<file path="src/rtl/dual_carrier_mod.sv">
module dual_carrier_mod #(
  parameter int NIN  = 16,
  parameter int NCAR = 8
) (
  input  logic           clk,
  input  logic           rst_n,
  input  logic           wr_en,
  input  logic [1:0]     wr_addr,
  input  logic [7:0]     wr_data,
  input  logic [1:0]     rd_addr,
  output logic [7:0]     rd_data,
  input  logic [NIN-1:0] sig_in,
  output logic           mod_out
);
  localparam logic [7:0] CTRL_MASK = 8'hF1;
  localparam logic [7:0] SRC_MASK  = 8'h8F;
  localparam logic [7:0] CAR_MASK  = 8'hEF;

  logic [7:0] ctrl_q, src_q, carh_q, carl_q;
  logic cur_q, ch_q, cl_q, stat_q;
  logic en, oe, opol, sw, hsync, lsync;
  logic ch, cl, modb, sel, y, fall_h, fall_l;

  function automatic logic pick_car(input logic [3:0] c, input logic [NIN-1:0] s);
    int i;
    i = int'(c);
    if (i == 0 || i > NCAR || i > NIN) return 1'b0;
    return s[i-1];
  endfunction

  assign en    = ctrl_q[7];
  assign oe    = ctrl_q[6];
  assign opol  = ctrl_q[4];
  assign sw    = ctrl_q[0];
  assign hsync = carh_q[5];
  assign lsync = carl_q[5];

  assign ch = pick_car(carh_q[3:0], sig_in) ^ carh_q[6];
  assign cl = pick_car(carl_q[3:0], sig_in) ^ carl_q[6];

  always_comb begin
    int i;
    i = int'(src_q[3:0]);
    if (i == 0)        modb = sw;
    else if (i > NIN)  modb = 1'b0;
    else               modb = sig_in[i-1];
  end

  assign fall_h = ch_q & ~ch;
  assign fall_l = cl_q & ~cl;

  always_comb begin
    sel = cur_q;
    if (modb && !cur_q)      sel = !lsync || fall_l;
    else if (!modb && cur_q) sel = !(!hsync || fall_h);
  end

  assign y       = en & ((sel ? ch : cl) ^ opol);
  assign mod_out = oe & y;

  always_ff @(posedge clk) begin
    if (!rst_n) begin
      ctrl_q <= '0;
      src_q  <= '0;
      carh_q <= '0;
      carl_q <= '0;
      cur_q  <= 1'b0;
      ch_q   <= 1'b0;
      cl_q   <= 1'b0;
      stat_q <= 1'b0;
    end else begin
      if (wr_en) begin
        case (wr_addr)
          2'd0: ctrl_q <= wr_data & CTRL_MASK;
          2'd1: src_q  <= wr_data & SRC_MASK;
          2'd2: carh_q <= wr_data & CAR_MASK;
          default: carl_q <= wr_data & CAR_MASK;
        endcase
      end
      cur_q  <= en ? sel : modb;
      ch_q   <= ch;
      cl_q   <= cl;
      stat_q <= y;
    end
  end

  always_comb begin
    case (rd_addr)
      2'd0: rd_data = ctrl_q | {4'b0, stat_q, 3'b0};
      2'd1: rd_data = src_q;
      2'd2: rd_data = carh_q;
      default: rd_data = carl_q;
    endcase
  end
endmodule


</file>
<file path="config.mk">
export PLATFORM = sky130hd
export DESIGN_NAME = dual_carrier_mod
export DESIGN_NICKNAME = d
export VERILOG_FILES = /design/src/rtl/dual_carrier_mod.sv
export SDC_FILE = /design/constraint.sdc
export NUM_CORES = 1
export LEC_CHECK = 0
export CORE_MARGIN = 3
export CORE_UTILIZATION = 54
export CTS_BUF_LIST = sky130_fd_sc_hd__clkbuf_4
export DETAILED_ROUTE_END_ITERATION = 6
export GPL_ROUTABILITY_DRIVEN = 1
export PLACE_DENSITY = 0.82
export SYNTH_ARGS = -nofsm -noshare
export SYNTH_HDL_FRONTEND = slang
export SYNTH_SLANG_ARGS = --single-unit
</file>
<file path="constraint.sdc">
create_clock -name clk -period 3.4 [get_ports clk]
set_input_delay 0.51 -clock clk [delete_from_list [all_inputs] [get_ports clk]]
set_output_delay 0.51 -clock clk [all_outputs]
set_load 0.02 [all_outputs]
</file>
==> impl_metrics.csv <==
group,metric,value,unit
detailed_routing,ant_nets,0,
power,p_sw,234.3,µW
power,irDropWorstVdd,0.2888,mV
detailed_routing,dr.pass1.iters,4,
final_layout,syn_to_final_growth,36.81,%
power,p_seq_share,42.0,%
worst_setup_path,r2r.worst_path.cells,12,
place,post-dp-hpwl,4.071,mm
grt,grt_max_degree,30,
final_layout,fin_area,0.002925,mm²
detailed_routing,wire_per_inst,17.29,µm
place,placed_area,0.002666,mm²
grt,globalRouteOverflowTotal,0,
floorplan,die_area,0.004751,mm²
floorplan,die_w,68.93,µm
clock_network,clkTransAtPathRegs,0.15,ns
detailed_routing,vias_per_cell,5.966,
timing,skew,0.002280,ns
grt,grt_antenna_before_repair,0,
power,leakage,1.159,nW
detailed_routing,wl,5.601,mm
worst_setup_path,worstPathRequired,2.89,ns
timing,rsz0062_at_grt,"yes",
logic_synthesis,synth_edf_count,0,
final_layout,drive_gt1_share,28.62,%
clock_network,clock_latency,0.33,ns
timing,period_share,99.66,%
floorplan,fp.coreArea,0.003744,mm²
final_layout,diodes,0,
power,clockPowerShare,26.0,%
logic_synthesis,ys_seq_elements,28,
grt,grt_pass1_vias,1786,
timing,finalSetupViolations,0,
floorplan,die_y,68.93,µm
worst_setup_path,r2r_slack,0.89,ns
place,gp_congestion,0.8710,
timing,hold_viol,0,
logic_synthesis,async_flop_share,0,%
timing,maxSlewViolCount,0,
power,powerDensity,289.4,mW/mm²
final_layout,final_core_util,78.14,%
timing,worstMarginPinSlew,0.8255,ns
grt,grt_first_pass_wirelength,8.355,mm
power,p_sw_share,27.67,%
timing,fmax,295.1,MHz
outcome,status,"completed",
logic_synthesis,synth_area,0.002138,mm²
clock_network,cts_hold_buffers,0,
detailed_routing,vias,1933,
worst_hold_path,hold_depth,2,
clock_network,cts_num_sinks,28,
floorplan,ios,40,
detailed_routing,first_iter_violations,146,
logic_synthesis,synth.net_count,252,
worst_setup_path,cp_max_fo,4,
timing,period_minus_slack,3.388,ns
worst_setup_path,setup.worst_path.start_class,"flop",
clock_network,cts_tree,"yes",
worst_setup_path,arrival,2.88,ns
worst_hold_path,hold_path_end,"stat_q$_SDFF_PN0_",
grt,global_route.usage.total,23.61,%
logic_synthesis,synth_seq_area_share,26.21,%
logic_synthesis,synthTopCellsByArea,"dfxtp_1 (26%), mux2i_1 (15%), mux4_2 (11%), nor2b_1 (7.6%), ha_1 (2.3%)",
logic_synthesis,syn_inst,217,
run,maxCapViolCount,0,
place,port_buffers,39,
worst_setup_path,r2r-start,"carl_q[0]$_SDFFE_PN0P_",
logic_synthesis,yosysMostFrequentCell,"mux2i_1",
power,combinationalPowerShare,32.1,%
logic_synthesis,netlist.area_leader.share,26.21,%
detailed_routing,drc,0,
worst_setup_path,critPathKind,"reg -> out",
logic_synthesis,ys_top_cells_by_count,"mux2i_1 (33), dfxtp_1 (28), nor2b_1 (26)",
clock_network,cts_buffers,3,
floorplan,start_util,57.12,%
power,internal-power,612.3,µW
clock_network,htree_levels,1,
clock_network,cts_max_path_buffers,2,
logic_synthesis,postSynthAreaPerCell,9.854,µm²
timing,slew_headroom,44.79,%
worst_hold_path,min_path_type,"reg -> reg",
logic_synthesis,synth_flop_cell,"dfxtp_1",
floorplan,row_count,22,
logic_synthesis,yosysTopAreaCell,"dfxtp_1",
logic_synthesis,synthDistinctLibCells,51,
clock_network,root_buffer,"clkbuf_4",
worst_setup_path,reg2reg_to,"stat_q$_SDFF_PN0_",
worst_setup_path,end_kind,"primary output",
worst_hold_path,hold_path.startpoint,"ctrl_q[4]$_SDFFE_PN0P_",
logic_synthesis,yosys_warnings,0,
final_layout,final_net_count,312,
[layout by cell type (no fill, tap or decap), types with 2 or more instances in the layout]
master,netlist,layout
a21oi_1,5,5
mux2_1,4,2
nand3b_1,5,5
a22o_1,4,4
o21ai_1,3,2
nor2_1,6,4
nor2b_1,26,26
clkbuf_4,0,3
and2_1,2,2
clkdlybuf4s50_1,0,37
nand3_1,8,8
o21ai_0,5,5
inv_1,13,9
dfxtp_1,28,24
xor2_2,1,2
a211o_1,2,2
ha_4,0,3
dfxtp_2,0,4
mux4_2,10,10
mux2i_1,33,32
mux2_2,3,4
nor3_1,4,2
inv_2,0,4
nor3b_1,2,2
buf_4,1,25
buf_6,4,3
and3b_1,2,2
nand2_1,7,6
o21ai_2,1,2
[critical path, cell delays in order (launching register included)]
cell	delay (ns)
dfxtp_2	0.36
inv_2	0.08
buf_6	0.11
ha_4	0.16
nand2_2	0.07
o32a_1	0.36
o32ai_4	0.37
buf_6	0.16
xor2_4	0.17
a211o_1	0.14
o311a_4	0.20
mux2i_1	0.19
buf_4	0.16
[sequential cells by signal (all words and copies together), names as in the netlist]
register,flops
carh_q,7
carl_q,7
ch_q,1
cl_q,1
ctrl_q,5
cur_q,1
src_q,5
stat_q,1
[power by group through the flow]
| stage | registers [mW] | clock network [mW] | logic [mW] |
|---|---|---|---|
| after detailed placement | 0.360 | 0 | 0.236 |
| after global placement | 0.360 | 0 | 0.231 |
| after floorplan | 0.357 | 0 | 0.146 |
| after global routing | 0.358 | 0.235 | 0.290 |
| after CTS | 0.354 | 0.223 | 0.259 |
| final | 0.355 | 0.220 | 0.271 |
[through the flow]
stage	hold slack (ns)	total power, mW	std cells	setup TNS (ns)	setup WS, ns
final	0.5459	0.8466	324	0	0.01152
after global routing	0.5720	0.8827	324	-0.09909	-0.09909
after CTS	0.5406	0.8358	321	0	0.001031
after detailed placement	0.5191	0.5963	313	-0.4001	-0.4001
after global placement	0.4981	0.5903	313	-0.3276	-0.3276
after floorplan	0.4801	0.5024	217	0	0.2379
[repair_timing]
item | 4_1_cts | 5_1_grt
setup buffers | 4 | 4
endpoints found under the hold margin | 0 | 0
pin swaps | 6 | 11
resized for setup | 23 | 19
endpoints found under the setup margin | 1 | 1
[worst max path at each step]
stage / from / endpoint / cells past startpoint
floorplan: src_q[0]$_SDFFE_PN0P_ / mod_out / 12
global placement: sig_in[7] / mod_out / 9
detailed placement: sig_in[7] / mod_out / 10
CTS: src_q[0]$_SDFFE_PN0P_ / mod_out / 12
global route: carl_q[0]$_SDFFE_PN0P_ / mod_out / 12
finish: carl_q[0]$_SDFFE_PN0P_ / mod_out / 12
[layer usage]
layer	vias up	wire (µm)	track usage, %
met5	-	0	0
met4	0	139	7.543
met3	16	376	2.755
met2	81	2788	39.52
met1	920	2296	31.63
li1	916	-	-
[cells by family (layout without fill, tap and decap cells)]
group | after synthesis | count (layout) | synth area share (%)
and+or+nand+nor | 70 | 70 | 19.31
AOI/OAI and AO/OA | 35 | 35 | 13.22
DFF | 28 | 28 | 26.21
buffers and inverters | 25 | 84 | 6.027
adders and majority gates | 4 | 4 | 2.341
xor gates and xnor gates | 4 | 4 | 1.990
muxes | 51 | 51 | 30.90
[cell type report]
| class | count | area (µm²) |
|---|---|---|
| Tap cell | 48 | 60.06 |
| Clock buffer | 3 | 22.52 |
| Inverter | 13 | 48.80 |
| Fill cell | 252 | 818.3 |
| Timing Repair Buffer | 67 | 619.3 |
| Multi-Input combinational cell | 164 | 1579 |
| Sequential cell | 28 | 565.5 |
| Clock inverter | 1 | 30.03 |
No activity file was read; power rests on OpenSTA's default activity.
